<file path="src/rtl/reset_seq_pkg.sv">
package reset_seq_pkg;
  localparam int CAUSE_W = 6;
  localparam int POR_BIT = 0;
  localparam int LVD_BIT = 1;
  localparam int WDT_BIT = 2;
  localparam int ILL_BIT = 3;
  localparam int PIN_BIT = 4;
  localparam int CLK_BIT = 5;

  typedef enum logic [1:0] {
    SEQ_IDLE    = 2'd0,
    SEQ_DRIVE   = 2'd1,
    SEQ_RELEASE = 2'd2
  } seqState_t;

  typedef struct packed {
    logic startSeq;
    logic mergeReq;
    logic samplePin;
  } seqStrobe_t;
endpackage

</file>
<file path="src/rtl/reset_seq_ctrl.sv">
module reset_seq_ctrl
  import reset_seq_pkg::*;
#(
  parameter int DRIVE_CYCLES = 34,
  parameter int SAMPLE_DELAY = 38
) (
  input  logic       clk,
  input  logic       porReq,
  input  logic       busEn,
  input  logic       anyIntReq,
  input  logic       padIn,
  output seqStrobe_t strobe,
  output logic       padDriveLow,
  output logic       sysRst
);
  localparam int CNT_MAX = (DRIVE_CYCLES > SAMPLE_DELAY) ? DRIVE_CYCLES : SAMPLE_DELAY;
  localparam int CNT_W   = $clog2(CNT_MAX + 1);
  localparam logic [CNT_W-1:0] DRIVE_LAST  = CNT_W'(DRIVE_CYCLES - 1);
  localparam logic [CNT_W-1:0] SAMPLE_LAST = CNT_W'(SAMPLE_DELAY - 1);

  seqState_t        state, stateNext;
  logic [CNT_W-1:0] cnt, cntNext;

  always_comb begin
    stateNext = state;
    cntNext   = cnt;
    strobe    = '0;
    unique case (state)
      SEQ_IDLE: begin
        if (anyIntReq || !padIn) begin
          stateNext       = SEQ_DRIVE;
          cntNext         = '0;
          strobe.startSeq = 1'b1;
        end
      end
      SEQ_DRIVE, SEQ_RELEASE: begin
        if (anyIntReq) begin
          stateNext       = SEQ_DRIVE;
          cntNext         = '0;
          strobe.mergeReq = 1'b1;
        end else if (busEn) begin
          if (state == SEQ_DRIVE && cnt == DRIVE_LAST) begin
            stateNext = SEQ_RELEASE;
            cntNext   = '0;
          end else if (state == SEQ_RELEASE && cnt == SAMPLE_LAST) begin
            stateNext        = SEQ_IDLE;
            cntNext          = '0;
            strobe.samplePin = 1'b1;
          end else begin
            cntNext = cnt + 1'b1;
          end
        end
      end
      default: begin
        stateNext = SEQ_DRIVE;
        cntNext   = '0;
      end
    endcase
  end

  always_ff @(posedge clk or posedge porReq) begin
    if (porReq) begin
      state <= SEQ_DRIVE;
      cnt   <= '0;
    end else begin
      state <= stateNext;
      cnt   <= cntNext;
    end
  end

  assign padDriveLow = (state == SEQ_DRIVE);
  assign sysRst      = (state != SEQ_IDLE);

  // a request inside a sequence restarts the drive phase from zero
  assert_restart_drive_R7: assert property (@(posedge clk) disable iff (porReq)
    (state != SEQ_IDLE && anyIntReq) |=> (state == SEQ_DRIVE && cnt == '0));

  // with no bus enable the sequence holds still
  assert_hold_no_enable_R8: assert property (@(posedge clk) disable iff (porReq)
    (state != SEQ_IDLE && !anyIntReq && !busEn) |=> ($stable(cnt) && $stable(state)));

  // the pad is released only after the last drive cycle
  assert_drive_length_R2: assert property (@(posedge clk) disable iff (porReq)
    ($fell(padDriveLow) && sysRst) |-> ($past(cnt) == DRIVE_LAST && $past(busEn)));

  // reset ends only from the final release cycle
  assert_release_length_R3: assert property (@(posedge clk) disable iff (porReq)
    $fell(sysRst) |-> ($past(state) == SEQ_RELEASE && $past(cnt) == SAMPLE_LAST && $past(busEn)));
endmodule

</file>
<file path="src/rtl/reset_seq_status.sv">
module reset_seq_status
  import reset_seq_pkg::*;
(
  input  logic               clk,
  input  logic               porReq,
  input  logic               lvdReq,
  input  logic               wdtReq,
  input  logic               illegalReq,
  input  logic               clkLossReq,
  input  logic               padIn,
  input  seqStrobe_t         strobe,
  output logic [CAUSE_W-1:0] causeStatus
);
  localparam logic [CAUSE_W-1:0] POR_ONLY = CAUSE_W'(1) << POR_BIT;
  localparam logic [CAUSE_W-1:0] PIN_MASK = CAUSE_W'(1) << PIN_BIT;

  logic [CAUSE_W-1:0] reqBits;

  always_comb begin
    reqBits          = '0;
    reqBits[LVD_BIT] = lvdReq;
    reqBits[WDT_BIT] = wdtReq;
    reqBits[ILL_BIT] = illegalReq;
    reqBits[CLK_BIT] = clkLossReq;
  end

  always_ff @(posedge clk or posedge porReq) begin
    if (porReq) begin
      causeStatus <= POR_ONLY;
    end else begin
      if (strobe.startSeq)      causeStatus <= reqBits;
      else if (strobe.mergeReq) causeStatus <= causeStatus | reqBits;
      if (strobe.samplePin)     causeStatus[PIN_BIT] <= !padIn;
    end
  end

  // the pin cause appears only from a low pad at the sampling edge
  assert_pin_from_sample_R4: assert property (@(posedge clk) disable iff (porReq)
    $rose(causeStatus[PIN_BIT]) |-> ($past(strobe.samplePin) && !$past(padIn)));

  // a new sequence drops the power-on and pin causes
  assert_new_seq_clears_R5: assert property (@(posedge clk) disable iff (porReq)
    strobe.startSeq |=> (!causeStatus[POR_BIT] && !causeStatus[PIN_BIT]));

  // request causes change only on a start or a merge
  assert_cause_source_R6: assert property (@(posedge clk) disable iff (porReq)
    ((causeStatus & ~PIN_MASK) != $past(causeStatus & ~PIN_MASK))
      |-> ($past(strobe.startSeq) || $past(strobe.mergeReq)));
endmodule

</file>
<file path="src/rtl/reset_sequencer.sv">
module reset_sequencer
  import reset_seq_pkg::*;
#(
  parameter int DRIVE_CYCLES = 34,
  parameter int SAMPLE_DELAY = 38
) (
  input  logic               clk,
  input  logic               porReq,
  input  logic               busEn,
  input  logic               lvdReq,
  input  logic               wdtReq,
  input  logic               illegalReq,
  input  logic               debugReq,
  input  logic               clkLossReq,
  input  logic               padIn,
  output logic               padDriveLow,
  output logic               sysRst,
  output logic [CAUSE_W-1:0] causeStatus
);
  seqStrobe_t strobe;
  logic       anyIntReq;

  assign anyIntReq = lvdReq | wdtReq | illegalReq | debugReq | clkLossReq;

  reset_seq_ctrl #(
    .DRIVE_CYCLES(DRIVE_CYCLES),
    .SAMPLE_DELAY(SAMPLE_DELAY)
  ) u_ctrl (
    .clk        (clk),
    .porReq     (porReq),
    .busEn      (busEn),
    .anyIntReq  (anyIntReq),
    .padIn      (padIn),
    .strobe     (strobe),
    .padDriveLow(padDriveLow),
    .sysRst     (sysRst)
  );

  reset_seq_status u_status (
    .clk        (clk),
    .porReq     (porReq),
    .lvdReq     (lvdReq),
    .wdtReq     (wdtReq),
    .illegalReq (illegalReq),
    .clkLossReq (clkLossReq),
    .padIn      (padIn),
    .strobe     (strobe),
    .causeStatus(causeStatus)
  );
endmodule

</file>
<file path="config.mk">
export PLATFORM = sky130hd
export DESIGN_NAME = reset_sequencer
export DESIGN_NICKNAME = d
export VERILOG_FILES = /design/src/rtl/reset_seq_pkg.sv /design/src/rtl/reset_seq_ctrl.sv /design/src/rtl/reset_seq_status.sv /design/src/rtl/reset_sequencer.sv
export SDC_FILE = /design/constraint.sdc
export NUM_CORES = 1
export LEC_CHECK = 0
export ABC_AREA = 1
export BUFFER_PORTS_ARGS = -buffer_cell sky130_fd_sc_hd__buf_2
export CORE_MARGIN = 2
export CORE_UTILIZATION = 40
export CTS_CLUSTER_DIAMETER = 50
export DETAILED_ROUTE_END_ITERATION = 12
export GPL_ROUTABILITY_DRIVEN = 0
export GPL_TIMING_DRIVEN = 0
export PLACE_DENSITY = 0.66
export SKIP_LAST_GASP = 1
export SLEW_MARGIN = 0
export SYNTH_ARGS = -nofsm -noshare
export SYNTH_HDL_FRONTEND = slang
export SYNTH_SLANG_ARGS = --single-unit
</file>
<file path="constraint.sdc">
create_clock -name clk -period 2.8 [get_ports clk]
set_input_delay 0.42 -clock clk [delete_from_list [all_inputs] [get_ports clk]]
set_output_delay 0.42 -clock clk [all_outputs]
set_load 0.01 [all_outputs]
</file>
## Word-level counts from Yosys, hierarchy flattened

Cells that the tools add are included.

| word-level totals | value |
|---|---|
| register bits | 14 |
| bits of input ports | 9 |
| output and inout bits | 8 |
| logic and storage cells | 51 |

| cells by class | value |
|---|---|
| add/sub/neg operators | 1 |
| equal/unequal tests | 7 |
| muxes and demuxes | 23 |
| bitwise gates (word level) | 5 |
| reduce and logical (&&, ||, !) cells | 11 |

Operators by type and width:

| operator | count |
|---|---|
| two-way mux 6 bit | 7 |
| == test 6 bit (second input constant) | 2 |
| two-way mux 2 bit | 6 |
| case mux 6 bit (2 select lines) | 1 |
| two-way mux 1 bit | 8 |
| adder 6 x 1 -> 6 bit (second input constant) | 1 |
| bitwise OR 6 bit | 1 |
| != test 4 x 1 -> 1 bit (second input constant) | 1 |
| bitwise OR 1 bit | 4 |
| case mux 2 bit (2 select lines) | 1 |
| nonzero test 2 bit | 2 |
| != test 3 x 2 -> 1 bit (second input constant) | 1 |
| AND reduction 3 bit | 1 |
| nonzero test 3 bit | 1 |
| == test 2 x 1 -> 1 bit (second input constant) | 1 |
| == test 2 bit (second input constant) | 1 |
| logical AND 1 bit | 2 |
| logical NOT 2 bit | 1 |
| != test 2 x 1 -> 1 bit (second input constant) | 1 |
| AND reduction 2 bit | 1 |
| OR reduction 2 bit | 1 |
| logical NOT 1 bit | 1 |
| logical OR 1 bit | 1 |

## Depth between registers and ports, before layout

Gate-level depths: netlist of the first run.

| depth | value |
|---|---|
| word-level depth | 10 |
| mapped depth | 9 |

## Hierarchy

Synthesis of the first run repeated with hierarchy kept, for this count alone.

| second synthesis, totals | value |
|---|---|
| cells, all modules | 119 |
| area, all modules | 862.1 um^2 |

Modules (own cells, without submodules):

| module | instances | cells an instance | area an instance (um^2) |
|---|---|---|---|
| reset_seq_ctrl | 1 | 88 | 610.6 |
| reset_seq_status | 1 | 27 | 235.2 |
| reset_sequencer | 1 | 4 | 16.3 |

## Worst setup path after synthesis of the first run

No wires, ideal clock.

| timing | value |
|---|---|
| path kind | reg-to-reg |
| from | register u_ctrl.state[0] |
| to | register u_ctrl.cnt[2] |
| setup time | 0.118 ns |
| data arrival time | 1.474 ns |
| path slack | 1.208 ns |
| cell stages (with the launch flop) | 10 |
| path buffers | 0 |
| path through | dfstp_2 inv_1 ha_1 inv_1 nor2_4 nand2_4 nand2_4 inv_4 nand3_1 nand2_1 |

| on the way | value |
|---|---|
| cells in the longest elaborated chain, start to end | 7 |
| elaborated cells on any way between the ends | 14 |

RTL lines:

| item | line | RTL |
|---|---|---|
| from (decl) | reset_seq_ctrl.sv:21 | `seqState_t state, stateNext;` |
| from (signal assigned) | reset_seq_ctrl.sv:66 | `state <= stateNext;` |
| == test 2 bit | reset_seq_ctrl.sv:28, reset_seq_ctrl.sv:45 |  |
| logical AND 1 bit | reset_seq_ctrl.sv:45 | `end else if (state == SEQ_RELEASE && cnt == SAMPLE_LAST) begin` |
| two-way mux 6 bit | reset_seq_ctrl.sv:45 |  |
| two-way mux 6 bit | reset_seq_ctrl.sv:42 | `if (state == SEQ_DRIVE && cnt == DRIVE_LAST) begin` |
| two-way mux 6 bit | reset_seq_ctrl.sv:41 | `end else if (busEn) begin` |
| two-way mux 6 bit | reset_seq_ctrl.sv:37 | `if (anyIntReq) begin` |
| case mux 6 bit (2 select lines) | reset_seq_ctrl.sv:28 | `unique case (state)` |
| to (signal assigned) | reset_seq_ctrl.sv:67 | `cnt <= cntNext;` |
| to (decl) | reset_seq_ctrl.sv:22 | `logic [CNT_W-1:0] cnt, cntNext;` |

Parallel ways exist; a longest one is shown, timed or not. The select of a mux whose other input is x is not followed.
A chain may end at the register's enable or synchronous reset.

## Worst setup path after layout of the first run

| timing | value |
|---|---|
| from | register u_ctrl.state[0] |
| to | output sysRst |

| on the way | value |
|---|---|
| cells in the longest elaborated chain, start to end | 1 |

RTL lines:

| item | line | RTL |
|---|---|---|
| nonzero test 2 bit | reset_seq_ctrl.sv:72 | `assign sysRst = (state != SEQ_IDLE);` |
| to (decl) | reset_sequencer.sv:17 | `output logic sysRst,` |

Every way passes these cells.

==> results.md, run 1 <==
* Top FF cell, synth: dfrtp_1
* Pwr Density at 346 nW/µm²
* Final Hold Fails at 0
* Post-CTS Resized at 0
* Post-route ant nets at 0
* Die Height at 51.4 µm
* Compound-cell area share of the yosys netlist at 7.65%
* CTS Sinks at 14
* Fraction of layout cells with a size suffix above 1 at 31.3%
* Slew headroom at 63.4%
* Skew-Pair Late Insertion Delay at 0.29 ns
* Final net count at 146
* Wirelength per Cell at 10.8 µm
* Hold WC Path Type: in2async
* DRC at 0
* Sequential cell area at 353 µm²
* Root buffer cell: clkbuf_4
* CP Data Arrival Time at 1.35 ns
* GRT Total Usage at 15.9%
* First-pass GRT wire length at 3090 µm
* Number of core rows at 17
* GR met2 Demand/Resource at 25.2%
* Setup slack after layout at 1.03 ns
* Critical Path Sink Type: output port
* TritonRoute pass-1 iters at 4
* Post-Syn Nets at 125
* Setup-failing EPs final at 0
* Yosys cell types at 24
* Synth top area share at 33.4%
* Die area at 2640 µm²
* H-tree Lvls at 1
* Inst Count DP at 155
* Number of global-route vias before repair at 733
* DR vias at 762
* DR iter-0 viols at 7
* DIE WIDTH at 51.4 µm
* CTS buffer count at 3
* Critical path fanouts, max at 4
* Diodes inserted at 0
* CTS tree: built
* Ys Warns at 0
* Post-synth EDFFs at 0
* Tmin final at 1.77 ns
* Post-CTS Hold Buffers at 0
* Multi-input gate area at 463 µm²
* Synth top area cells: dfrtp_1, nand2_1, ha_1, inv_1, dfstp_2
* Worst Max-Slew Pin Slew at 0.548 ns
* Grt met1 use at 20.5%
* Simple-gate share of the synthesized area at 34.9%
* GRT overflow at 0
* Setup_tns at 0 ns
* Final Skew at 0.00777 ns
* Most frequent cells after synthesis: nand2_1, inv_1, dfrtp_1
* Post-CTS Setup Bufs at 0
* Largest net degree at the start of global routing at 15
* CP Data Required Time at 2.38 ns
* Fin cells at 159
* IO buf count at 16
* Area grow syn2layout at 15.7%
* Largest area contributor in the netlist: dfrtp_1
* Setup CP Type: reg2out
* Max Freq at 565 MHz
* Initial antenna violation count at 0
* Largest family of logic cells by synthesized area: simple AND/OR/NAND/NOR gates
* Synthesized instance count at 111
* Global-route met3 utilization at 1.75%
* Xor and xnor area share after synthesis at 1.95%
* Final Max Slew Viols at 0
* Top Usage Layer GRT: met2
* CP startpoint kind: register
* Worst vdd ir at 230 µV
* Ys async rst share at 100%
* Initial Util at 41.5%
* Top-count cell post-synth: nand2_1
* Via density at 4.79
* Final wirelength at 1720 µm
* Ports at 17
* Status: complete, no violations
* Max Cap Violations at 0
* Unrepaired setup endpoints after global routing: no
* Syn Area/Cell at 8.10 µm²
* # fillers at 234
* Post-DP HPWL at 1390 µm
* Post-synthesis sequential area ratio at 39.2%
* Mux cell area share after synthesis at 0%
* Mapped Area at 900 µm²
* Core area at 2170 µm²
* Lkg Pwr at 0.541 nW
* Max Buffers Root-to-Sink at 2
* Final period util at 63.2%
* Yosys reg bits at 14
* Worst-path clk slew at 0.09 ns
* Synth Area in Adders at 6.95%
* Hold_ws at 0.158 ns
* Pre-CTS WS at 1.07 ns
[cell type report]
type / count / area share, %
inverter: 19 / 7.09
sequential: 14 / 33.9
multi-input combinational: 76 / 44.5
timing repair buffer: 16 / 7.69
tap: 28 / 3.37
clock buffer: 4 / 2.52
buffer: 2 / 0.962
[stage by stage]
step	utilization (%)	area [µm²]	power (mW)
2_1_floorplan	-	900	0.228
3_3_place_gp	46.8	1010	0.241
3_5_place_dp	46.8	1010	0.242
4_1_cts	48.0	1040	0.364
5_1_grt	48.0	1040	0.379
6_report	48.0	1040	0.360
[where the power goes]
group	switching, mW	internal, mW	leakage (nW)
Sequential	0.00124	0.204	0.168
Clock	0.0680	0.0554	0.0150
Combinational	0.0202	0.0108	0.358
[logic make-up after synthesis]
logic type,after synthesis
compound gates,11
fa+ha+maj,5
buf+inv,21
xor+xnor,2
simple gates,58
flops,14
[placed cells by master (no fill, tap or decap)]
| cell type | instances |
|---|---|
| nand2_1 | 25 |
| buf_2 | 18 |
| inv_1 | 15 |
| dfrtp_1 | 12 |
| nor2_1 | 9 |
| nand3_1 | 6 |
| o21ai_1 | 6 |
| nand4_1 | 5 |
| ha_1 | 5 |
| nand3_2 | 3 |
| o21ai_2 | 3 |
| clkbuf_4 | 3 |
| nor2_2 | 2 |
| inv_2 | 2 |
| nor2_4 | 2 |
| nand2_4 | 2 |
| nand2_2 | 2 |
| xor2_1 | 2 |
| dfstp_2 | 2 |
| nand3_4 | 1 |
| clkinv_1 | 1 |
| nand3b_1 | 1 |
| o21ai_0 | 1 |
| inv_4 | 1 |
| a21boi_0 | 1 |
| clkbuf_1 | 1 |
[worst max-delay path, stage by stage, from the launching register on]
cell	delay (ns)
dfstp_2	0.55
inv_1	0.05
ha_1	0.27
inv_1	0.07
buf_2	0.12
[sequential cells by signal, indices dropped and copies added (netlist names)]
signal / flops
u_status.causeStatus: 6
u_ctrl.state: 2
u_ctrl.cnt: 6
[path summary, 6_finish.rpt]
| check | to | cells past startpoint | slack, ns | startpoint |
|---|---|---|---|---|
| max in group asynchronous | u_status.causeStatus[0]$_DFFE_PP1P_ | 2 | 2.26 | porReq |
| min reg2reg | u_status.causeStatus[5]$_DFFE_PP0P_ | 2 | 0.48 | u_status.causeStatus[5]$_DFFE_PP0P_ |
| min in group clk | u_status.causeStatus[5]$_DFFE_PP0P_ | 3 | 0.37 | clkLossReq |
| min | u_status.causeStatus[1]$_DFFE_PP0P_ | 2 | 0.16 | porReq |
| max reg2reg | u_ctrl.state[1]$_DFFE_PP0P_ | 9 | 1.08 | u_ctrl.state[0]$_DFFE_PP1P_ |
| max | sysRst | 4 | 1.03 | u_ctrl.state[0]$_DFFE_PP1P_ |
[layer usage]
layer,vias up,part of all wire (%)
met5,-,0
met4,0,2.8
met3,5,3.7
met2,14,46
met1,355,47
li1,388,-
No activity file was read; power rests on OpenSTA's default activity.
==> inputs of run 2 (changes only) <==
==> constraint.sdc (replaced) <==
create_clock -name clk -period 1.7 [get_ports clk]
set_input_delay 0.255 -clock clk [delete_from_list [all_inputs] [get_ports clk]]
set_output_delay 0.255 -clock clk [all_outputs]
set_load 0.01 [all_outputs]
==> results.md, run 2 (synthesis results as in run 1) <==
* Status: finished with violations
* Failing checks: negative hold slack
* Tmin final at 1.62 ns
* Final period util at 95.0%
* Clk network pwr share at 34.2%
* CTS tree: built
* DR vias at 787
* CTS buffer count at 3
* Largest regs: u_ctrl.cnt x6, u_status.causeStatus x6, u_ctrl.state x2
* CP startpoint kind: register
* Critical path fanouts, max at 8
* Grt met1 use at 21.0%
* Die Height at 51.4 µm
* TritonRoute pass-1 iters at 3
* Skew-Pair Late Insertion Delay at 0.29 ns
* Post-route ant nets at 0
* Initial Util at 41.5%
* Fraction of layout cells with a size suffix above 1 at 34.3%
* Final Hold Fails at 7
* Share of power burned in registers at 56.5%
* CP Data Arrival Time at 1.80 ns
* GR met2 Demand/Resource at 26.3%
* Ports at 17
* Area grow syn2layout at 21.1%
* Via density at 4.86
* Wirelength per Cell at 11.5 µm
* DIE WIDTH at 51.4 µm
* Root buffer cell: clkbuf_4
* Number of global-route vias before repair at 751
* Top Usage Layer GRT: met2
* CTS Sinks at 14
* # fillers at 227
* Worst vdd ir at 374 µV
* Final wirelength at 1860 µm
* Final Skew at 0.00478 ns
* Net Sw Frac at 25.2%
* Max Buffers Root-to-Sink at 2
* Gate power share at 9.3%
* Total power at 0.600 mW
* Global-route met3 utilization at 1.75%
* Final Max Slew Viols at 0
* Number of core rows at 17
* Final core utilization at 50.2%
* Die area at 2640 µm²
* Critical Path Sink Type: register
* Most common cell after layout, fill and taps aside: nand2_1
* DRC at 0
* Final net count at 149
* Net Switching at 0.151 mW
* Hold_ws at -0.00257 ns
* Pre-CTS WS at -0.0325 ns
* Max Cap Violations at 0
* Setup slack after layout at 0.0850 ns
* Slew headroom at 63.0%
* Initial antenna violation count at 0
* Diodes inserted at 0
* DR iter-0 viols at 8
* Largest net degree at the start of global routing at 15
* Hold WC Path Type: in2async
* Setup CP Type: reg2reg
* Max Freq at 619 MHz
* H-tree Lvls at 1
* Worst-path clk slew at 0.09 ns
* Most frequent cells in the layout: nand2_1, buf_2, inv_1
* Worst Max-Slew Pin Slew at 0.554 ns
* CP Data Required Time at 1.88 ns
* Setup-failing EPs final at 0
* GRT Total Usage at 16.4%
* GRT overflow at 0
* Lkg Pwr at 0.556 nW
* Pwr Density at 550 nW/µm²
* Post-DP HPWL at 1390 µm
* Core area at 2170 µm²
* Internal at 0.449 mW
* IO buf count at 16
* First-pass GRT wire length at 3210 µm
-- run 2: cell types whose count changed in the layout (fill, tap and decap cells not counted) --
| cell | delta |
|---|---|
| nand2_8 | +1 |
| inv_2 | +1 |
| buf_4 | +3 |
| inv_1 | -1 |
| nor2_2 | -1 |
| nor2_4 | +1 |
| ha_1 | -1 |
| nand2_4 | -1 |
| ha_4 | +1 |
-- run 2: power by group through the flow --
stage          Clock (mW)  Combinational, mW  Sequential [mW]
6_report            0.205             0.0557            0.339
5_1_grt             0.226             0.0626            0.339
4_1_cts             0.208             0.0545            0.339
3_5_place_dp            0             0.0527            0.345
3_3_place_gp            0             0.0512            0.345
2_1_floorplan           0             0.0299            0.346
-- run 2: path summary, 6_finish.rpt --
kind,start,to,slack [ns],depth (start not counted)
worst max-delay path,u_ctrl.state[0]$_DFFE_PP1P_,u_ctrl.state[1]$_DFFE_PP0P_,0.08,9
worst min-delay path,porReq,u_status.causeStatus[1]$_DFFE_PP0P_,-0.003,2
worst max register to register,u_ctrl.state[0]$_DFFE_PP1P_,u_ctrl.state[1]$_DFFE_PP0P_,0.08,9
worst min register to register,u_status.causeStatus[5]$_DFFE_PP0P_,u_status.causeStatus[5]$_DFFE_PP0P_,0.48,2
max in group asynchronous,porReq,u_status.causeStatus[0]$_DFFE_PP1P_,1.33,2
min in group clk,clkLossReq,u_status.causeStatus[5]$_DFFE_PP0P_,0.20,3
-- run 2: layer usage --
metal,up-vias,wire length (µm)
met5,-,0
met4,0,72
met3,8,66
met2,17,896
met1,366,826
li1,396,-
-- run 2: what timing repair did --
action / 4_1_cts / 5_1_grt
buffers inserted: 1 / 2
endpoints found under the setup margin: 4 / 4
gates cloned: 0 / 0
pin swaps: 1 / 3
hold buffers: 0 / 0
gates resized for setup: 1 / 3
-- run 2: critical path: stages, from the launching register on --
cell	delay (ns)
dfstp_2	0.55
inv_1	0.07
ha_4	0.29
inv_2	0.06
nor2_4	0.16
nand2_4	0.11
nand2_8	0.11
nor2_1	0.05
nand2_1	0.07
nand2_1	0.05
-- run 2: cell type report --
cell class                 instances  area [µm²]  area share, %
tap                               28        35.0           3.21
timing repair buffer              19         103           9.41
clock buffer                       4        26.3           2.41
sequential                        14         353           32.4
buffer                             2        10.0          0.918
multi-input combinational         76         489           44.9
inverter                          19        73.8           6.77
-- run 2: per-stage QoR --
step / area [µm²] / std cells / TNS [ns]
5_1_grt: 1090 / 162 / -0.00855
2_1_floorplan: 900 / 111 / 0
4_1_cts: 1060 / 160 / 0
3_3_place_gp: 1010 / 155 / -0.0130
6_report: 1090 / 162 / 0
3_5_place_dp: 1010 / 155 / -0.107
==> inputs of run 3 (changes only) <==
--- a/config.mk
+++ b/config.mk
@@ -14,6 +14,7 @@
 export GPL_ROUTABILITY_DRIVEN = 0
 export GPL_TIMING_DRIVEN = 0
 export PLACE_DENSITY = 0.66
+export SETUP_SLACK_MARGIN = 0.1
 export SKIP_LAST_GASP = 1
 export SLEW_MARGIN = 0
 export SYNTH_ARGS = -nofsm -noshare
==> results.md, run 3 (synthesis results as in run 1) <==
* DRC at 0
* Worst Max-Slew Pin Slew at 0.547 ns
* Final wirelength at 1850 µm
* Top Usage Layer GRT: met2
* Wirelength per Cell at 11.2 µm
* Via density at 4.87
* Critical path fanouts, max at 8
* Pwr Density at 533 nW/µm²
* Initial antenna violation count at 0
* Grt met1 use at 20.8%
* Setup-failing EPs final at 0
* Most frequent cells in the layout: nand2_1, buf_2, inv_1
* Pre-CTS WS at -0.0325 ns
* Slew headroom at 63.5%
* Max Buffers Root-to-Sink at 2
* Final net count at 152
* Skew-Pair Late Insertion Delay at 0.29 ns
* Final Hold Fails at 10
* Initial Util at 41.5%
* Ports at 17
* Post-DP HPWL at 1390 µm
* Final Max Slew Viols at 0
* Worst-path clk slew at 0.09 ns
* H-tree Lvls at 1
* CTS Sinks at 14
* Worst vdd ir at 377 µV
* CP startpoint kind: register
* CTS buffer count at 3
* Die Height at 51.4 µm
* Unrepaired setup endpoints after global routing: yes
* Most common cell after layout, fill and taps aside: nand2_1
* Setup slack after layout at 0.141 ns
* Final period util at 91.7%
* Final Skew at 0.00580 ns
* Post-CTS Hold Buffers at 0
* GR met2 Demand/Resource at 27.6%
* Inst Count DP at 155
* CTS tree: built
* Max Freq at 641 MHz
* Largest regs: u_ctrl.cnt x6, u_status.causeStatus x6, u_ctrl.state x2
* Die area at 2640 µm²
* Worst R2R Start: u_ctrl.state[0]$_DFFE_PP1P_
* GRT Total Usage at 16.7%
* Number of core rows at 17
* Root buffer cell: clkbuf_4
* R2r setup slk at 0.14 ns
* Fraction of layout cells with a size suffix above 1 at 40.9%
* Reg-to-Reg End: u_ctrl.state[1]$_DFFE_PP0P_
* Area grow syn2layout at 25.9%
* Global-route met3 utilization at 1.75%
* Tmin final at 1.56 ns
* Status: finished with violations
* Number of global-route vias before repair at 769
* Final instance area at 1130 µm²
* Post-route ant nets at 0
* Critical Path Sink Type: register
* Max Cap Violations at 0
* IO buf count at 16
* Hold_ws at -0.0106 ns
* Hold WC Path Type: in2async
* TritonRoute pass-1 iters at 4
* CP Data Required Time at 1.88 ns
* DR iter-0 viols at 10
* Area of placed instances at 1010 µm²
* Diodes inserted at 0
* Failing checks: negative hold slack
* Core area at 2170 µm²
* Largest net degree at the start of global routing at 15
* Final core utilization at 52.2%
* CP Data Arrival Time at 1.74 ns
* First-pass GRT wire length at 3260 µm
* FF-to-FF path depth at 9
* Setup CP Type: reg2reg
* Setup_tns at 0 ns
* Fin cells at 165
* DR vias at 804
* Lkg Pwr at 0.566 nW
* DIE WIDTH at 51.4 µm
* Total power at 0.604 mW
* GRT overflow at 0
-- run 3: layout make-up --
| class | count | area [µm²] |
|---|---|---|
| plain buffers | 2 | 10.0 |
| clock buffers | 4 | 26.3 |
| fillers | 223 | 1040 |
| inverters | 19 | 76.3 |
| multi-input cells | 76 | 507 |
| flip-flops and latches | 14 | 353 |
| well taps | 28 | 35.0 |
| repair buffers | 22 | 125 |
-- run 3: repair_timing --
item                       CTS  global route
pin swaps                    2             6
resized for setup            3             9
setup buffers                2             4
setup endpoints to repair    9             8
gates cloned                 0             0
-- run 3: critical path, cell delays in order, from the launching register on --
cell,delay (ns)
dfstp_2,0.54
inv_2,0.05
ha_4,0.27
inv_4,0.04
nor2_4,0.17
nand2_4,0.11
nand2_8,0.12
nor2_2,0.04
nand2_1,0.07
nand2_1,0.05
-- run 3: worst max path at each step --
stage / endpoint / cells after the start / start
after detailed placement: u_ctrl.cnt[2]$_DFFE_PP0P_ / 9 / u_ctrl.state[0]$_DFFE_PP1P_
after CTS: u_ctrl.state[1]$_DFFE_PP0P_ / 9 / u_ctrl.state[0]$_DFFE_PP1P_
after floorplan: u_ctrl.cnt[2]$_DFFE_PP0P_ / 9 / u_ctrl.state[0]$_DFFE_PP1P_
after global placement: u_ctrl.cnt[2]$_DFFE_PP0P_ / 9 / u_ctrl.state[0]$_DFFE_PP1P_
final: u_ctrl.state[1]$_DFFE_PP0P_ / 9 / u_ctrl.state[0]$_DFFE_PP1P_
after global routing: u_ctrl.cnt[2]$_DFFE_PP0P_ / 9 / u_ctrl.state[0]$_DFFE_PP1P_
-- run 3: per-layer routing --
metal  up-vias  routed length [µm]
met2        16                 898
met1       381                 826
met5         -                   0
li1        402                   -
met4         0                  51
met3         5                  72
-- run 3: report_power, final --
part / leakage, nW / internal [mW] / switching, mW
clock network: 0.0150 / 0.0913 / 0.116
registers: 0.168 / 0.337 / 0.00203
logic: 0.383 / 0.0218 / 0.0356
total: 0.566 / 0.450 / 0.154
